$ cat src/rtl/epc_pkg.sv
package epc_pkg;

    localparam int unsigned EPC_SLOTS = 3;
    localparam int unsigned CSR_AW    = 12;

    // slot indices; the trap target code equals the slot index
    localparam int unsigned SLOT_M  = 0;
    localparam int unsigned SLOT_S  = 1;
    localparam int unsigned SLOT_VS = 2;

    typedef enum logic [1:0] {
        TGT_M    = 2'd0,
        TGT_S    = 2'd1,
        TGT_VS   = 2'd2,
        TGT_RSVD = 2'd3
    } trap_tgt_e;

    function automatic logic [CSR_AW-1:0] slot_addr(input int unsigned idx);
        case (idx)
            SLOT_M:  return 12'h341;
            SLOT_S:  return 12'h141;
            default: return 12'h241;
        endcase
    endfunction

    function automatic logic [EPC_SLOTS-1:0] slot_present(input bit s_en, input bit h_en);
        return {s_en & h_en, s_en, 1'b1};
    endfunction

endpackage

$ cat src/rtl/epc_align.sv
module epc_align #(
    parameter int unsigned XLEN     = 64,
    parameter bit          IALIGN32 = 1'b0
) (
    input  logic [XLEN-1:0] raw_i,
    output logic [XLEN-1:0] aligned_o
);
    localparam int unsigned CLR = IALIGN32 ? 2 : 1;

    logic unused_low;
    assign unused_low = ^raw_i[CLR-1:0];

    generate
        if (IALIGN32) begin : g_word
            assign aligned_o = {raw_i[XLEN-1:2], 2'b00};
        end else begin : g_half
            assign aligned_o = {raw_i[XLEN-1:1], 1'b0};
        end
    endgenerate
endmodule

$ cat src/rtl/epc_sext.sv
module epc_sext #(
    parameter int unsigned XLEN = 64,
    parameter int unsigned VLEN = 39
) (
    input  logic [VLEN-1:0] pc_i,
    output logic [XLEN-1:0] pc_o
);
    generate
        if (XLEN > VLEN) begin : g_ext
            assign pc_o = {{(XLEN-VLEN){pc_i[VLEN-1]}}, pc_i};
        end else begin : g_same
            assign pc_o = pc_i[XLEN-1:0];
        end
    endgenerate
endmodule

$ cat src/rtl/epc_csr_decode.sv
module epc_csr_decode
    import epc_pkg::*;
#(
    parameter bit S_EN = 1'b1,
    parameter bit H_EN = 1'b1
) (
    input  logic [CSR_AW-1:0]    addr_i,
    input  logic                 we_i,
    input  logic                 re_i,
    output logic [EPC_SLOTS-1:0] sel_o,
    output logic [EPC_SLOTS-1:0] wr_o,
    output logic                 illegal_o
);
    localparam logic [EPC_SLOTS-1:0] PRESENT = slot_present(S_EN, H_EN);

    logic [EPC_SLOTS-1:0] match;

    always_comb begin
        for (int i = 0; i < EPC_SLOTS; i++) begin
            match[i] = (addr_i == slot_addr(i));
        end
        sel_o     = match & PRESENT;
        wr_o      = we_i ? sel_o : '0;
        illegal_o = (we_i | re_i) & (|(match & ~PRESENT));
    end
endmodule

$ cat src/rtl/epc_slot.sv
module epc_slot #(
    parameter int unsigned XLEN     = 64,
    parameter int unsigned VLEN     = 39,
    parameter bit          IALIGN32 = 1'b0
) (
    input  logic            clk_i,
    input  logic            rst_ni,
    input  logic            wr_en_i,
    input  logic [XLEN-1:0] wr_data_i,
    input  logic            trap_en_i,
    input  logic [VLEN-1:0] trap_pc_i,
    output logic [XLEN-1:0] epc_o
);
    typedef struct packed {
        logic [XLEN-1:0] epc;
    } slot_state_t;

    slot_state_t     state_d, state_q;
    logic [XLEN-1:0] trap_ext;
    logic [XLEN-1:0] raw_next;
    logic [XLEN-1:0] masked_next;

    epc_sext #(.XLEN(XLEN), .VLEN(VLEN)) sext_i (
        .pc_i (trap_pc_i),
        .pc_o (trap_ext)
    );

    // trap entry takes priority over a software write
    always_comb begin
        if (trap_en_i) begin
            raw_next = trap_ext;
        end else begin
            raw_next = wr_data_i;
        end
    end

    epc_align #(.XLEN(XLEN), .IALIGN32(IALIGN32)) wmask_i (
        .raw_i     (raw_next),
        .aligned_o (masked_next)
    );

    always_comb begin
        state_d = state_q;
        if (trap_en_i || wr_en_i) begin
            state_d.epc = masked_next;
        end
    end

    always_ff @(posedge clk_i or negedge rst_ni) begin
        if (!rst_ni) begin
            state_q <= '0;
        end else begin
            state_q <= state_d;
        end
    end

    assign epc_o = state_q.epc;

    AST_TRAP_LOAD: assert property (@(posedge clk_i) disable iff (!rst_ni)
        trap_en_i |=> epc_o[VLEN-1:2] == $past(trap_pc_i[VLEN-1:2]));
    AST_TRAP_SIGN: assert property (@(posedge clk_i) disable iff (!rst_ni)
        trap_en_i |=> epc_o[XLEN-1] == $past(trap_pc_i[VLEN-1]));
    AST_TRAP_WINS: assert property (@(posedge clk_i) disable iff (!rst_ni)
        (trap_en_i && wr_en_i) |=> epc_o[VLEN-1:2] == $past(trap_pc_i[VLEN-1:2]));
    AST_WRITE_LOAD: assert property (@(posedge clk_i) disable iff (!rst_ni)
        (wr_en_i && !trap_en_i) |=> epc_o[XLEN-1:2] == $past(wr_data_i[XLEN-1:2]));
    AST_HOLD_IDLE: assert property (@(posedge clk_i) disable iff (!rst_ni)
        (!wr_en_i && !trap_en_i) |=> $stable(epc_o));
endmodule

$ cat src/rtl/epc_bank.sv
module epc_bank
    import epc_pkg::*;
#(
    parameter int unsigned XLEN   = 64,
    parameter int unsigned VLEN   = 39,
    parameter bit          RVC_EN = 1'b1,
    parameter bit          S_EN   = 1'b1,
    parameter bit          H_EN   = 1'b1
) (
    input  logic              clk_i,
    input  logic              rst_ni,
    input  logic [CSR_AW-1:0] csr_addr_i,
    input  logic              csr_we_i,
    input  logic              csr_re_i,
    input  logic [XLEN-1:0]   csr_wdata_i,
    input  logic              trap_valid_i,
    input  logic [1:0]        trap_tgt_i,
    input  logic [VLEN-1:0]   trap_pc_i,
    output logic [XLEN-1:0]   csr_rdata_o,
    output logic              csr_illegal_o
);
    localparam bit                   IALIGN32 = !RVC_EN;
    localparam logic [EPC_SLOTS-1:0] PRESENT  = slot_present(S_EN, H_EN);

    logic [EPC_SLOTS-1:0] rd_sel;
    logic [EPC_SLOTS-1:0] wr_sel;
    logic [EPC_SLOTS-1:0] trap_sel;
    logic [XLEN-1:0]      slot_val [EPC_SLOTS];
    logic [XLEN-1:0]      rd_raw;

    epc_csr_decode #(.S_EN(S_EN), .H_EN(H_EN)) decode_i (
        .addr_i    (csr_addr_i),
        .we_i      (csr_we_i),
        .re_i      (csr_re_i),
        .sel_o     (rd_sel),
        .wr_o      (wr_sel),
        .illegal_o (csr_illegal_o)
    );

    always_comb begin
        for (int i = 0; i < EPC_SLOTS; i++) begin
            trap_sel[i] = trap_valid_i && (trap_tgt_i == 2'(i)) && PRESENT[i];
        end
    end

    generate
        for (genvar g = 0; g < EPC_SLOTS; g++) begin : g_slot
            if (PRESENT[g]) begin : g_on
                epc_slot #(.XLEN(XLEN), .VLEN(VLEN), .IALIGN32(IALIGN32)) slot_i (
                    .clk_i     (clk_i),
                    .rst_ni    (rst_ni),
                    .wr_en_i   (wr_sel[g]),
                    .wr_data_i (csr_wdata_i),
                    .trap_en_i (trap_sel[g]),
                    .trap_pc_i (trap_pc_i),
                    .epc_o     (slot_val[g])
                );
            end else begin : g_off
                logic unused_sel;
                assign unused_sel  = ^{wr_sel[g], trap_sel[g], rd_sel[g]};
                assign slot_val[g] = '0;
            end
        end
    endgenerate

    always_comb begin
        rd_raw = '0;
        for (int i = 0; i < EPC_SLOTS; i++) begin
            if (rd_sel[i]) begin
                rd_raw = rd_raw | slot_val[i];
            end
        end
    end

    epc_align #(.XLEN(XLEN), .IALIGN32(IALIGN32)) rmask_i (
        .raw_i     (rd_raw),
        .aligned_o (csr_rdata_o)
    );

    AST_RD_BIT0_ZERO: assert property (@(posedge clk_i) disable iff (!rst_ni)
        csr_rdata_o[0] == 1'b0);
    AST_ILLEGAL_ZERO: assert property (@(posedge clk_i) disable iff (!rst_ni)
        csr_illegal_o |-> csr_rdata_o == '0);
    AST_TRAP_ONE_SLOT: assert property (@(posedge clk_i) disable iff (!rst_ni)
        $onehot0(trap_sel));

    generate
        if (IALIGN32) begin : g_chk_word
            AST_RD_WORD_ALIGN: assert property (@(posedge clk_i) disable iff (!rst_ni)
                csr_rdata_o[1:0] == 2'b00);
        end
    endgenerate
endmodule

$ cat config.mk
export PLATFORM = sky130hd
export DESIGN_NAME = epc_bank
export DESIGN_NICKNAME = d
export VERILOG_FILES = /design/src/rtl/epc_pkg.sv /design/src/rtl/epc_align.sv /design/src/rtl/epc_sext.sv /design/src/rtl/epc_csr_decode.sv /design/src/rtl/epc_slot.sv /design/src/rtl/epc_bank.sv
export SDC_FILE = /design/constraint.sdc
export NUM_CORES = 1
export LEC_CHECK = 0
export ABC_AREA = 1
export BUFFER_PORTS_ARGS = -buffer_cell sky130_fd_sc_hd__buf_2
export CAP_MARGIN = 20
export CORE_ASPECT_RATIO = 0.6
export CORE_MARGIN = 1
export CORE_UTILIZATION = 30
export CTS_BUF_LIST = sky130_fd_sc_hd__clkbuf_4 sky130_fd_sc_hd__clkbuf_8
export DETAILED_ROUTE_END_ITERATION = 10
export REMOVE_ABC_BUFFERS = 1
export SLEW_MARGIN = 20
export SYNTH_ARGS = -nofsm -noshare
export SYNTH_HDL_FRONTEND = slang
export SYNTH_HIERARCHICAL = 1
export SYNTH_SLANG_ARGS = --single-unit
$ cat constraint.sdc
create_clock -name clk_i -period 3.6 [get_ports clk_i]
set_input_delay 0.72 -clock clk_i [delete_from_list [all_inputs] [get_ports clk_i]]
set_output_delay 0.72 -clock clk_i [all_outputs]
set_load 0.01 [all_outputs]
==> metrics.csv <==
stage,metric,value,unit
clocking,htree_num_levels,4,
global_routing,top_usage_layer,met2,
synth,netlist_area,15100,sq um
global_routing,grt.total_usage,14.4,%
placement,gp_congestion,0.726,
placement,portBuffers,181,
floorplan,core_area,49500,sq um
outcome,status,"complete, no violations",
floorplan,die_height,176,microns
detailed_routing,drt-wirelength-per-cell,14.5,microns
clocking,insertion_delay,0.52,ns
power_and_ir_drop,p_int,3.48,mW
sta,layout_worst_path_cycle_share,81.9,%
power_and_ir_drop,p_clk_share,31.7,%
sta,worst_pin_slew,1.09,ns
placement,dp_hpwl,21300,microns
final_layout,diodes,0,
clocking,postCtsSetupBuffers,0,
clocking,root_buffer,clkbuf_8,
final_layout,final_cell_mix,"764 x nand2_1, 378 x o21ai_0, 202 x inv_1, 189 x dfrtp_1, 180 x buf_2",
setup_path,rr_startpoint,g_slot[2].g_on.slot_i/epc_o[14],
sta,finClkSkew,0,ns
clocking,clk_pin_slew,0.11,ns
power_and_ir_drop,p_leak,7.60,nW
setup_path,rrSetupSlack,2.94,ns
global_routing,grt_pass1_wl,57500,microns
sta,max_freq,0.339,GHz
sta,rsz0062_at_grt,false,
power_and_ir_drop,p_per_area,372,nW/um^2
synth,ys_warn_count,6,
power_and_ir_drop,p_comb_share,15.2,%
synth,postSynthCellCount,2186,
detailed_routing,drt_iter0_drc,895,
detailed_routing,ant_nets,0,
clocking,postCtsResizedCells,0,
global_routing,grt_pass1_vias,10200,
detailed_routing,drt_pre_antenna_iters,8,
power_and_ir_drop,vdd_ir_drop_max,0.223,mV
clocking,cts.path.max_buffers,2,
sta,finalSetupViolations,0,
global_routing,met3_usage,3.29,%
power_and_ir_drop,switching_power,1.54,mW
run,timing.max_cap.violations,0,
final_layout,nets,1967,
setup_path,worstSetupStartpointType,primary input,
placement,place_ws,0.683,ns
final_layout,drive_gt1_share,16.9,%
sta,slew_violations,0,
clocking,cts_tree,done,
placement,dp_cells,2476,
global_routing,grt.overflow.total,0,
synth,syn_area_per_cell,6.90,sq um
final_layout,n_fill_cell,5514,
detailed_routing,via_per_inst,4.45,
placement,dpl-instance-area,13100,sq um
setup_path,rr_worst_depth,2,
floorplan,start_util,30.5,%
floorplan,io_pins,187,
final_layout,largest_register_ff_count,189,
floorplan,rows,63,
sta,slew_headroom,27.6,%
detailed_routing,wirelength,36400,microns
final_layout,post-route-util,27.2,%
setup_path,path_max_fanout,36,
global_routing,use_met2,23.7,%
setup_path,r2r_end,g_slot[2].g_on.slot_i/epc_o[14],
clocking,cts.sinks,189,
setup_path,arrival,2.23,ns
power_and_ir_drop,swShare,30.7,%
global_routing,gr-usage-met1,19.3,%
clocking,cts_buffers,17,
sta,hold_viol,0,
final_layout,syn_to_final_growth,-10.6,%
worst_hold_path,min_path_type,in2async,
global_routing,antenna_found_initial,0,
clocking,ctsHoldBuffers,0,
sta,final.min_clock_period,2.95,ns
power_and_ir_drop,power.share.sequential,53.1,%
setup_path,crit_type,in2out,
global_routing,grt_max_degree,190,
detailed_routing,vias,11200,
final_layout,layoutNonFillerInstCount,2508,
final_layout,final_area,13500,sq um
final_layout,final_common_cell,nand2_1,
setup_path,crit_required,2.88,ns
sta,fin_ws,0.653,ns
floorplan,die_area,51200,sq um
setup_path,end_kind,output port,
floorplan,fp.dieW,292,microns
detailed_routing,drc,0,
-- final cells by class --
cell class | count | area, sq um | share of cell area [%]
timing repair buffer | 206 | 1180 | 8.73
sequential | 189 | 4730 | 35.1
clock buffer | 18 | 241 | 1.79
tap | 650 | 813 | 6.03
clock inverter | 14 | 188 | 1.39
multi-input combinational | 1226 | 5570 | 41.3
inverter | 205 | 769 | 5.71
-- worst max path at each step --
stage                        startpoint                              end  cells past startpoint
after CTS                 csr_addr_i[7]                  csr_rdata_o[51]                     10
after global routing      csr_addr_i[4]                  csr_rdata_o[51]                     10
final                     csr_addr_i[7]                  csr_rdata_o[13]                     10
after detailed placement  csr_addr_i[7]                  csr_rdata_o[51]                     10
after global placement    csr_addr_i[7]                  csr_rdata_o[51]                     10
after floorplan           trap_tgt_i[0]  g_slot[2].g_on.slot_i/epc_o[10]                      6
-- critical path, stage by stage --
cell	delay [ns]
buf_2	0.10
inv_1	0.05
nand2_1	0.05
nor2_2	0.15
nand3_1	0.18
inv_2	0.09
buf_4	0.44
nand2_1	0.15
nand3_2	0.10
buf_2	0.13
-- through the flow --
stage	power (mW)	setup TNS (ns)	hold WS (ns)
2_1_floorplan	3.15	-621.69	0.424
3_3_place_gp	3.43	0	0.462
3_5_place_dp	3.47	0	0.465
4_1_cts	5.10	0	0.169
5_1_grt	5.35	0	0.188
6_report	5.01	0	0.197
-- power by group through the flow --
| stage | Clock, mW | Combinational [mW] | Sequential (mW) |
|---|---|---|---|
| finish | 1.59 | 0.762 | 2.67 |
| global route | 1.75 | 0.893 | 2.71 |
| CTS | 1.67 | 0.772 | 2.66 |
| detailed placement | 0 | 0.769 | 2.70 |
| global placement | 0 | 0.738 | 2.69 |
| floorplan | 0 | 0.493 | 2.66 |
-- metal layers --
layer / vias to the layer above / wire, microns / part of all wire (%)
met5: - / 0 / 0
met4: 0 / 316 / 0.87
met3: 20 / 1980 / 5.4
met2: 285 / 16700 / 46
met1: 5286 / 17400 / 48
li1: 5573 / - / -
Note: power is estimated with default switching activity, not from simulation.
